==> config.mk <==
export PLATFORM = sky130hd
export DESIGN_NAME = lock_monitor
export DESIGN_NICKNAME = d
export VERILOG_FILES = /design/src/rtl/lock_monitor.sv
export SDC_FILE = /design/constraint.sdc
export NUM_CORES = 1
export LEC_CHECK = 0
export ABC_AREA = 1
export BUFFER_PORTS_ARGS = -buffer_cell sky130_fd_sc_hd__buf_2
export CORE_MARGIN = 3
export CORE_UTILIZATION = 56
export DETAILED_ROUTE_END_ITERATION = 10
export PLACE_DENSITY = 0.77
export SLEW_MARGIN = 20
export SYNTH_ARGS = -nofsm -noshare
export SYNTH_HDL_FRONTEND = slang
export SYNTH_SLANG_ARGS = --single-unit
==> constraint.sdc <==
create_clock -name clk -period 1.7 [get_ports clk]
set_input_delay 0.255 -clock clk [delete_from_list [all_inputs] [get_ports clk]]
set_output_delay 0.255 -clock clk [all_outputs]
set_load 0.05 [all_outputs]
==> src/rtl/lock_monitor.sv <==
`timescale 1ns/1ps
module lock_monitor #(
  parameter int SET_TICKS     = 4,
  parameter int CLR_TICKS     = 2,
  parameter int TIMEOUT_TICKS = 64,
  localparam int CW = $clog2(TIMEOUT_TICKS + 1)
) (
  input  logic          clk,
  input  logic          rst_n,
  input  logic          ref_div,
  input  logic          fb_div,
  output logic          lock_lost,
  output logic [CW-1:0] err_ticks,
  output logic          fb_first,
  output logic          meas_done
);

  localparam logic [CW-1:0] SET_L = CW'(SET_TICKS);
  localparam logic [CW-1:0] CLR_L = CW'(CLR_TICKS);
  localparam logic [CW-1:0] TMO_L = CW'(TIMEOUT_TICKS);

  typedef enum logic [1:0] {IDLE, WAIT_FB, WAIT_REF} state_t;

  state_t        st;
  logic [2:0]    ref_sh, fb_sh;
  logic [CW-1:0] cnt;

  wire ref_rise = ref_sh[1] & ~ref_sh[2];
  wire fb_rise  = fb_sh[1]  & ~fb_sh[2];

  wire both_now = (st == IDLE) && ref_rise && fb_rise;
  wire closing  = ((st == WAIT_FB) && fb_rise) || ((st == WAIT_REF) && ref_rise);
  wire expired  = (st != IDLE) && !closing && (cnt == TMO_L);
  wire done     = both_now || closing || expired;

  logic [CW-1:0] done_val;
  always_comb begin
    if (both_now)     done_val = '0;
    else if (expired) done_val = TMO_L;
    else              done_val = cnt;
  end

  always_ff @(posedge clk or negedge rst_n) begin
    if (!rst_n) begin
      ref_sh <= '0;
      fb_sh  <= '0;
    end else begin
      ref_sh <= {ref_sh[1:0], ref_div};
      fb_sh  <= {fb_sh[1:0], fb_div};
    end
  end

  always_ff @(posedge clk or negedge rst_n) begin
    if (!rst_n) begin
      st  <= IDLE;
      cnt <= '0;
    end else begin
      case (st)
        IDLE: begin
          if (ref_rise && !fb_rise) begin
            st  <= WAIT_FB;
            cnt <= CW'(1);
          end else if (fb_rise && !ref_rise) begin
            st  <= WAIT_REF;
            cnt <= CW'(1);
          end
        end
        default: begin
          if (closing || expired) begin
            st  <= IDLE;
            cnt <= '0;
          end else begin
            cnt <= cnt + CW'(1);
          end
        end
      endcase
    end
  end

  always_ff @(posedge clk or negedge rst_n) begin
    if (!rst_n) begin
      lock_lost <= 1'b1;
      err_ticks <= '0;
      fb_first  <= 1'b0;
      meas_done <= 1'b0;
    end else begin
      meas_done <= done;
      if (done) begin
        err_ticks <= done_val;
        fb_first  <= (st == WAIT_REF);
        if (done_val > SET_L)      lock_lost <= 1'b1;
        else if (done_val < CLR_L) lock_lost <= 1'b0;
      end
    end
  end

endmodule

# Word level (Yosys, flattened, before mapping)

Index checks and enable logic that the tools add are counted.

Register bits: 25

Magnitude comparators: 2
Add/sub/neg operators: 1
Reduce and logical (&&, ||, !) cells: 21
Bitwise gates (word level): 4
Multiplexer cells: 12
Equal/unequal tests: 4

Operator list:

| operator              | count |
|---|---|
| $mux W7               | 6 |
| $logic_and A1 B1 Y1   | 8 |
| $mux W2               | 4 |
| $add A7 B1 Y7 const B | 1 |
| $eq A7 B7 Y1 const B  | 1 |
| $gt A7 B3 Y1 const B  | 1 |
| $lt A7 B2 Y1 const B  | 1 |
| $reduce_bool A2 Y1    | 3 |
| $logic_or A1 B1 Y1    | 4 |
| $reduce_and A2 Y1     | 2 |
| $logic_not A1 Y1      | 3 |
| $ne A3 B1 Y1 const B  | 1 |
| $and A1 B1 Y1         | 2 |
| $eq A2 B1 Y1 const B  | 1 |
| $eq A2 B2 Y1 const B  | 1 |
| $logic_not A2 Y1      | 1 |
| $mux W1               | 2 |
| $not A1 Y1            | 2 |

# Logic depth before layout (Yosys ltp)

Gate-level depths: netlist (run 1).

Word-level depth: 12
Mapped depth: 11
Depth with buffers taken out: 11

# Worst setup path before layout (run 1)

OpenSTA, ideal clock, no wires.

Path kind: register -> register
From: register cnt[0]
To: register err_ticks[1]
Slack: 0.332 ns
Stages on the path, launching flop included: 11
Arrival time: 1.244 ns
Data required time: 1.576 ns
Library setup time: 0.124 ns
Cell sequence: dfrtp_1 -> inv_1 -> ha_1 -> inv_1 -> nor2_1 -> nand2_1 -> nor2_4 -> nor2_4 -> buf_6 -> nand3_1 -> o21ai_1

Longest elaborated chain between the ends: 4

RTL lines:

| element                | line | text |
|---|---|---|
| from (decl)            | 26   | `logic [CW-1:0] cnt;` |
| from (signal assigned) | 73   | `cnt <= cnt + CW'(1);` |
| $eq A7 B7 Y1 *         | 33   | `wire expired = (st != IDLE) && !closing && (cnt == TMO_L);` |
| $logic_and A1 B1 Y1 *  | 33   |  |
| $mux W7                | 39   | `else if (expired) done_val = TMO_L;` |
| $mux W7                | 38   | `if (both_now) done_val = '0;` |
| to (signal assigned)   | 89   | `err_ticks <= done_val;` |
| to (decl)              | 13   | `output logic [CW-1:0] err_ticks,` |

Mark *: on every way between the ends. The rest lies on a longest branch, timed or not.
A chain may end at the register's enable or synchronous reset.

# Worst setup path in the final report (run 1)

From: register cnt[0]
To: register cnt[3]

Longest elaborated chain between the ends: 5

RTL lines:

| element                                                               | line | text |
|---|---|---|
| parallel branches: the longest is 3 deep, another holds $add A7 B1 Y7 | n/a  |  |
| $mux W7 *                                                             | 69   | `if (closing \|\| expired) begin` |
| $mux W7 *                                                             | 58   | `case (st)` |

Mark *: on every way between the ends.

==> out/qor.csv, run 1 <==
metric,value,unit
cell area power density,1550,nW/µm²
Synth cell types,23,
Final Setup Violations,0,
max-cap violations,0,
Slew headroom,64.1,%
Root Driver,clkbuf_4,
R2R depth,10,
via count,1064,
H-tree Lvls,1,
vias in the first global route,944,
GPL Wtd Cong,0.808,
dpl hpwl,1720,µm
crit path DAT,1.74,ns
full die area,2790,µm²
post-CTS sizing,0,
total wire length,2380,µm
clock slew seen by the registers of the worst setup and hold paths,0.13,ns
register area,627,µm²
Antenna Nets Post-Route,0,
routed length on met1,1080,µm
most frequent cells in the layout,"nand2_1 (35), dfrtp_1 (24), nand3_1 (22)",
total track usage,19.4,%
"flops & latches, synth",25,
Worst-Skew Late Latency,0.31,ns
vias per cell,5.40,
crit path time final,1.53,ns
fill count,165,
worst path required time,1.91,ns
TNS Setup,0,ns
Final Max Tran Viols,0,
status,"complete, no violations",
row cnt,16,
Yosys top cell area share,48.9,%
Final Hold Viols,0,
Fmax,0.652,GHz
min-delay worst type,input pin to register,
crit path kind,register to register,
Mean Syn Cell Area,8.19,µm²
grt ovf,0,
metal3 WL,119,µm
total power,2.14,mW
Final Skew,0.00742,ns
Cells after Synth,150,
Hold Path Cell Cnt,1,
Yosys top cell by area,dfrtp_1,
Antenna diodes,0,
die width,52.8,µm
IO Count,14,
Slew @ Worst Pin,0.538,ns
CP max FO,7,
largest cells by area after synthesis,"dfrtp_1 (49%), nand2_1 (11%), nand3_1 (9.0%)",
footprint of the multi-input gates,514,µm²
largest net degree at the start of global routing,26,
number of nets in the layout,177,
TritonCTS clock tree,done,
total CTS buffers,3,
Mapped Nets,156,
Initial Util,60.8,%
Area Overhead vs Synth,12.5,%
first-pass GRT wire length,4000,µm
number of port buffers,13,
Ys Warns,0,
RSZ-0062 raised after global routing,no,
Leak,0.718,nW
layout cell share with drive strength beyond 1,20.6,%
max layer used,met4,
router iterations before antenna repair,4,
Die Y,52.8,µm
initial antenna violation count,0,
DR WL/cell,12.1,µm
dpl ws,0.153,ns
CTS Buffer Depth,2,
met2 wire len,1150,µm
core region area,2020,µm²
Starting DRT DRC Count,24,
"commonest non-fill, non-tap cell in the layout",nand2_1,
Tcrit/Tclk final,90.2,%
peak supply drop,0.825,mV
# DRC,0,
PnR worst setup slack,0.167,ns
CTS sink cnt,25,
crit end category,register,
crit start category,register,
register area share after synthesis,51.0,%
Post-Syn Area,1230,µm²
## critical path: stages, from the launching register on
cell and delay, ns:
dfrtp_1 0.44, inv_1 0.13, ha_1 0.19, inv_1 0.05, nor2_1 0.08, nand2_1 0.09
nor2_4 0.12, nor2_4 0.07, buf_4 0.13, nand4_1 0.05, o21ai_0 0.08
## layer usage
layer / vias up / global-route usage (%)
met5: - / 0
met4: 0 / 5.11
met3: 4 / 3.70
met2: 28 / 33.9
met1: 505 / 24.2
li1: 527 / -
## per-stage QoR
step | cell area (µm²) | cells | hold WS, ns | utilization (%)
after global placement | 1320 | 188 | 0.264 | 65.0
after CTS | 1350 | 193 | 0.0316 | 66.9
after floorplan | 1230 | 150 | -0.0406 | -
final | 1380 | 197 | 0.0381 | 68.4
after detailed placement | 1320 | 188 | 0.268 | 65.0
after global routing | 1380 | 197 | 0.0146 | 68.4
## path summary, 6_finish.rpt
check / from / end / slack, ns
worst max-delay path: cnt[0]$_DFFE_PN0P_ / cnt[3]$_DFFE_PN0P_ / 0.17
worst max register to register: cnt[0]$_DFFE_PN0P_ / cnt[3]$_DFFE_PN0P_ / 0.17
worst min register to register: ref_sh[0]$_DFF_PN0_ / ref_sh[1]$_DFF_PN0_ / 0.37
worst min-delay path: fb_div / fb_sh[0]$_DFF_PN0_ / 0.04
max in group asynchronous: rst_n / lock_lost$_DFFE_PN1P_ / 0.84
min in group asynchronous: rst_n / ref_sh[2]$_DFF_PN0_ / 0.48
## cells in the mapped netlist, drive strengths merged
cell type   n
a31oi       1
buf         2
nand2      38
nor2       19
nor3        1
nand4       3
dfrtp      24
a22oi       1
ha          2
o21ai      13
clkbuf      1
dfstp       1
a21oi       2
inv        18
nand3      24
## registers in the layout, indices dropped and copies added (netlist names)
name and flops:
ref_sh 3, lock_lost 1, err_ticks 7, fb_first 1
cnt 7, fb_sh 3, st 2, meas_done 1
## what timing repair did
| item | CTS | global route |
|---|---|---|
| endpoints found under the hold margin | 24 | 0 |
| hold buffers | 1 | 0 |
| setup endpoints to repair | 0 | 7 |
| setup buffers | 0 | 4 |
## report_power, final
part,internal (mW),switching (mW),total [mW]
Clock,0.0877,0.168,0.255
Combinational,0.299,0.706,1.01
Sequential,0.738,0.140,0.878
Total,1.12,1.01,2.14
## logic make-up after synthesis
kind of cell,Yosys count,share of synthesized area (%)
simple gates,85,32.6
buf+inv,21,7.13
compound gates,17,7.23
fa+ha+maj,2,2.04
flops,25,51.0
## cell type report
class                   count  area share [%]
inverters                  18            4.89
clock buffers               3            1.63
well taps                  27            2.44
flip-flops and latches     25            45.3
multi-input cells         104            37.2
repair buffers             19            8.14
clock inverters             1           0.362
No activity file was read; power rests on OpenSTA's default activity.
==> inputs of run 2 (changes only) <==
Settings changed: CORE_MARGIN 3 to default.
==> run 2 against run 1 <==
Compared with the run above:
- routed wire length shrank 7.2%
- combinational power shrank 6%
- die area shrank 15%
- sequential cell count is the same
- clock power grew 2%
- register-to-register slack lost 0.03 ns
- sequential share of layout area grew 1.0 points
- final area shrank 2.2%
- cell count shrank 2.0%
- worst hold slack lost 0.0080 ns
- sequential power shrank 0.5%
- clock-buffer cell count is the same
==> out/qor.csv, run 2 (synthesis gave the netlist of run 1 again) <==
metric,value,unit,change
vias per cell,5.25,,-2.7%
Die Y,48.8,µm,-7.6%
combinational share of power,45.7,%,-1.3 points
max layer used,met4,,
Worst-Skew Late Latency,0.32,ns,about the same
Sw Pwr,0.988,mW,-2.5%
fill count,184,,+12%
PnR worst setup slack,0.140,ns,-0.0267 ns
min-delay worst type,input pin to register,,
row cnt,16,,unchanged
# DRC,0,,unchanged
crit path time final,1.56,ns,+0.0267 ns
full die area,2390,µm²,-15%
dpl hpwl,1660,µm,-3.5%
Slew @ Worst Pin,0.544,ns,+0.00565 ns
CP max FO,15,,+8
"commonest non-fill, non-tap cell in the layout",nand2_1,,
first-pass GRT wire length,4140,µm,+3.4%
worst path required time,1.94,ns,+0.03 ns
peak supply drop,0.927,mV,+12%
sw frac,47.4,%,about the same
CTS Buffer Depth,2,,unchanged
crit end category,register,,
final instance area,1350,µm²,-2.2%
Util after Layout,66.9,%,-1.5 points
max-cap violations,0,,unchanged
TNS Setup,0,ns,unchanged
Tcrit/Tclk final,91.8,%,+1.6 points
layout cell share with drive strength beyond 1,18.7,%,-1.9 points
Final Setup Violations,0,,unchanged
Fmax,0.641,GHz,-1.7%
Final Hold Viols,0,,unchanged
number of nets in the layout,173,,-2.3%
largest net degree at the start of global routing,26,,unchanged
DR WL/cell,11.5,µm,-5.3%
Root Driver,clkbuf_4,,
vias in the first global route,976,,+3.4%
Final Skew,0.00607,ns,-0.00134 ns
core region area,2020,µm²,unchanged
total track usage,22.6,%,+3.2 points
top flop regs,"cnt: 7 flops, err_ticks: 7 flops",,
status,"complete, no violations",,
final hold slack,0.0301,ns,-0.00801 ns
routed length on met1,1070,µm,-1.0%
total CTS buffers,3,,unchanged
Reg power frac,41.9,%,+0.8 points
metal3 WL,70,µm,-41%
crit start category,register,,
DP Area,1320,µm²,unchanged
initial antenna violation count,0,,unchanged
Starting DRT DRC Count,27,,+13%
Leak,0.701,nW,-2.4%
Area Overhead vs Synth,10.1,%,
total wire length,2210,µm,-7.2%
met2 wire len,1040,µm,-9.1%
die width,48.8,µm,-7.6%
H-tree Lvls,1,,unchanged
number of port buffers,13,,unchanged
Initial Util,60.8,%,unchanged
Antenna Nets Post-Route,0,,unchanged
Int Power,1.10,mW,-2.4%
TritonCTS clock tree,done,,
cell area power density,1540,nW/µm²,-0.28%
most frequent cells in the layout,"nand2_1 (35), dfrtp_1 (24), nand3_1 (22)",,
dpl ws,0.160,ns,+0.00773 ns
GPL Wtd Cong,0.890,,+10%
router iterations before antenna repair,4,,unchanged
grt ovf,0,,unchanged
IO Count,14,,unchanged
Antenna diodes,0,,unchanged
Placed Cells,188,,unchanged
CTS sink cnt,25,,unchanged
total power,2.09,mW,-2.4%
crit path DAT,1.80,ns,+0.06 ns
Slew headroom,63.8,%,-0.38 points
RSZ-0062 raised after global routing,no,,
crit path kind,register to register,,
clock slew seen by the registers of the worst setup and hold paths,0.13,ns,about the same
"non-filler cells, final",193,,-2.0%
clock network fraction of total power,12.4,%,+0.5 points
Final Max Tran Viols,0,,unchanged
via count,1014,,-4.7%
[run 2: power groups by stage]
stage	Combinational, mW	Clock (mW)	Sequential, mW
2_1_floorplan	0.587	0	1.06
3_3_place_gp	0.950	0	0.878
5_1_grt	1.07	0.290	0.903
4_1_cts	0.957	0.274	0.874
3_5_place_dp	0.951	0	0.887
6_report	0.953	0.259	0.874
[run 2: cell type report]
| class | instances | area, µm² | area share (%) |
|---|---|---|---|
| clock buffer | 3 | 22.5 | 1.67 |
| clock inverter | 1 | 5.00 | 0.370 |
| inverter | 18 | 67.6 | 5.00 |
| multi-input combinational | 104 | 514 | 38.0 |
| sequential | 25 | 627 | 46.3 |
| tap | 27 | 33.8 | 2.50 |
| timing repair buffer | 15 | 82.6 | 6.11 |
[run 2: metal layers]
| metal | up-vias | track usage [%] |
|---|---|---|
| met5 | - | 0 |
| met4 | 0 | 8.82 |
| met3 | 3 | 3.74 |
| met2 | 23 | 38.4 |
| met1 | 470 | 28.6 |
| li1 | 518 | - |
[run 2: worst paths after layout]
check / cells past startpoint / end / slack [ns] / start
setup / recovery: 9 / cnt[0]$_DFFE_PN0P_ / 0.14 / cnt[0]$_DFFE_PN0P_
hold / removal: 1 / fb_sh[0]$_DFF_PN0_ / 0.03 / fb_div
setup reg to reg: 9 / cnt[0]$_DFFE_PN0P_ / 0.14 / cnt[0]$_DFFE_PN0P_
hold reg to reg: 0 / ref_sh[1]$_DFF_PN0_ / 0.36 / ref_sh[0]$_DFF_PN0_
max in group asynchronous: 2 / lock_lost$_DFFE_PN1P_ / 0.89 / rst_n
min in group asynchronous: 2 / err_ticks[4]$_DFFE_PN0P_ / 0.43 / rst_n
[run 2: critical path: stages, from the launching register on]
cell and delay (ns):
dfrtp_1 0.43, inv_1 0.10, ha_1 0.22, inv_1 0.05, nor2_1 0.03, nand2_1 0.11
nor2_4 0.05, nor2_4 0.27, nand2_1 0.09, a22oi_1 0.14
[run 2: repair_timing]
| action | in CTS | in global routing |
|---|---|---|
| endpoints found under the hold margin | 24 | 0 |
| buffers inserted | 0 | 0 |
| hold buffers | 1 | 0 |
| setup endpoints to repair | 0 | 2 |
| resized for setup | 0 | 0 |
==> inputs of run 3 (changes only) <==
Settings changed: RECOVER_POWER from default to 100.
==> run 3 against run 2 <==
Compared with the run above:
- clock skew about the same
- via count rose by 0.79%
- non-clock buffer count unchanged
- sequential power hardly changed
- register-to-register slack improved by 0.02 ns
- first-iteration DRC count decreased by 11%
- final area decreased by 1.4%
- highest routed layer unchanged
- worst setup slack improved by 0.015 ns
- cell count did not move
- critical path type unchanged
==> out/qor.csv, run 3 (synthesis gave the netlist of run 1 again) <==
metric,value,unit,change
cell area power density,1540,nW/µm²,-0.26%
Leak,0.666,nW,-5.0%
RSZ-0062 raised after global routing,no,,
crit start category,register,,
worst path required time,1.94,ns,about the same
crit path DAT,1.79,ns,about the same
router iterations before antenna repair,4,,unchanged
Hold Path Cell Cnt,1,,unchanged
TNS Setup,0,ns,unchanged
full die area,2390,µm²,unchanged
vias per cell,5.30,,+0.79%
die width,48.8,µm,unchanged
H-tree Lvls,1,,unchanged
Slew headroom,59.6,%,-4.2 points
CP max FO,15,,unchanged
Antenna diodes,0,,unchanged
Final Hold Viols,0,,unchanged
dpl ws,0.160,ns,unchanged
Worst Hold Launch,fb_div,,
# DRC,0,,unchanged
total wire length,2240,µm,+1.2%
Area Overhead vs Synth,8.55,%,
TritonCTS clock tree,done,,
min-delay worst type,input pin to register,,
R2R depth,9,,unchanged
grt ovf,0,,unchanged
Worst-Skew Late Latency,0.32,ns,about the same
via count,1022,,+0.79%
crit path kind,register to register,,
Slew @ Worst Pin,0.607,ns,+0.0630 ns
first-pass GRT wire length,4140,µm,unchanged
CTS Buffer Depth,2,,unchanged
"commonest non-fill, non-tap cell in the layout",nand2_1,,
CP startpoint,cnt[0]$_DFFE_PN0P_,,
Root Driver,clkbuf_4,,
Reg-to-Reg Start,cnt[0]$_DFFE_PN0P_,,
DR WL/cell,11.6,µm,+1.2%
Die Y,48.8,µm,unchanged
crit path time final,1.54,ns,-0.0151 ns
initial antenna violation count,0,,unchanged
total track usage,22.6,%,unchanged
vias in the first global route,976,,unchanged
Final Setup Violations,0,,unchanged
max-cap violations,0,,unchanged
clock slew seen by the registers of the worst setup and hold paths,0.13,ns,about the same
largest net degree at the start of global routing,26,,unchanged
top flop regs,"cnt: 7 flops, err_ticks: 7 flops",,
core region area,2020,µm²,unchanged
row cnt,16,,unchanged
PnR worst setup slack,0.155,ns,+0.0151 ns
Fmax,0.647,GHz,+0.98%
total power,2.05,mW,-1.6%
Antenna Nets Post-Route,0,,unchanged
Final Skew,0.00558,ns,-0.000489 ns
CTS sink cnt,25,,unchanged
Final Max Tran Viols,0,,unchanged
total CTS buffers,3,,unchanged
GPL Wtd Cong,0.890,,unchanged
number of nets in the layout,173,,unchanged
most frequent cells in the layout,"nand2_1 (35), dfrtp_1 (24), nand3_1 (22)",,
Starting DRT DRC Count,24,,-11%
peak supply drop,0.916,mV,-1.2%
Initial Util,60.8,%,unchanged
layout cell share with drive strength beyond 1,12.0,%,-6.6 points
crit end category,register,,
status,"complete, no violations",,
number of port buffers,13,,unchanged
dpl hpwl,1660,µm,unchanged
Tcrit/Tclk final,90.9,%,-0.89 points
IO Count,14,,unchanged
==> run 3: cell count changes in the layout (fill, tap and decap cells not counted), moves of 2 or more <==
| cell | before | now |
|---|---|---|
| buf_2 | 13 | 2 |
| clkbuf_1 | 0 | 9 |
| clkbuf_2 | 0 | 2 |
| o21ai_0 | 8 | 12 |
| o21ai_1 | 5 | 1 |
==> run 3: repair_timing <==
action,4_1_cts,5_1_grt
hold buffers,1,0
hold endpoints to repair,24,0
gates resized for setup,0,0
endpoints found under the setup margin,0,2
buffers inserted,0,0
==> run 3: stage by stage <==
stage               std cells  util, %  hold slack [ns]  instance area, µm²
floorplan                 150        -          -0.0406                1230
global placement          188     65.0            0.263                1320
detailed placement        188     65.0            0.272                1320
CTS                       193     66.9           0.0136                1350
global route              193     66.0         0.000819                1330
finish                    193     66.0           0.0312                1330
==> run 3: final cells by class <==
type / count / area (µm²)
Fill cell: 193 / 688
Sequential cell: 25 / 627
Multi-Input combinational cell: 104 / 507
Timing Repair Buffer: 15 / 71.3
Inverter: 18 / 67.6
Tap cell: 27 / 33.8
Clock buffer: 3 / 22.5
Clock inverter: 1 / 5.00
==> run 3: worst paths after layout <==
kind / end / slack [ns]
min in group asynchronous: err_ticks[4]$_DFFE_PN0P_ / 0.46
hold / removal: fb_sh[0]$_DFF_PN0_ / 0.03
max in group asynchronous: cnt[0]$_DFFE_PN0P_ / 0.85
setup / recovery: cnt[0]$_DFFE_PN0P_ / 0.16
hold reg to reg: ref_sh[1]$_DFF_PN0_ / 0.36
setup reg to reg: cnt[0]$_DFFE_PN0P_ / 0.16
==> run 3: critical path, cell delays in order, from the launching register on <==
cell     delay, ns
dfrtp_1       0.43
inv_1         0.11
ha_1          0.22
inv_1         0.05
nor2_1        0.03
nand2_1       0.07
nor2_1        0.07
nor2_4        0.27
nand2_1       0.09
a22oi_1       0.14
==> run 3: power breakdown <==
part / internal (mW) / switching, mW
sequential: 0.738 / 0.136
combinational: 0.251 / 0.667
clock: 0.0881 / 0.171
total: 1.08 / 0.975
==> run 3: per-layer routing <==
| layer | routed length [µm] | up-vias | GRT usage [%] | part of all wire, % |
|---|---|---|---|---|
| met5 | 0 | - | 0 | 0 |
| li1 | - | 518 | - | - |
| met4 | 44 | 0 | 8.82 | 2.0 |
| met3 | 70 | 5 | 3.74 | 3.1 |
| met2 | 1040 | 21 | 38.4 | 47 |
| met1 | 1080 | 478 | 28.6 | 48 |
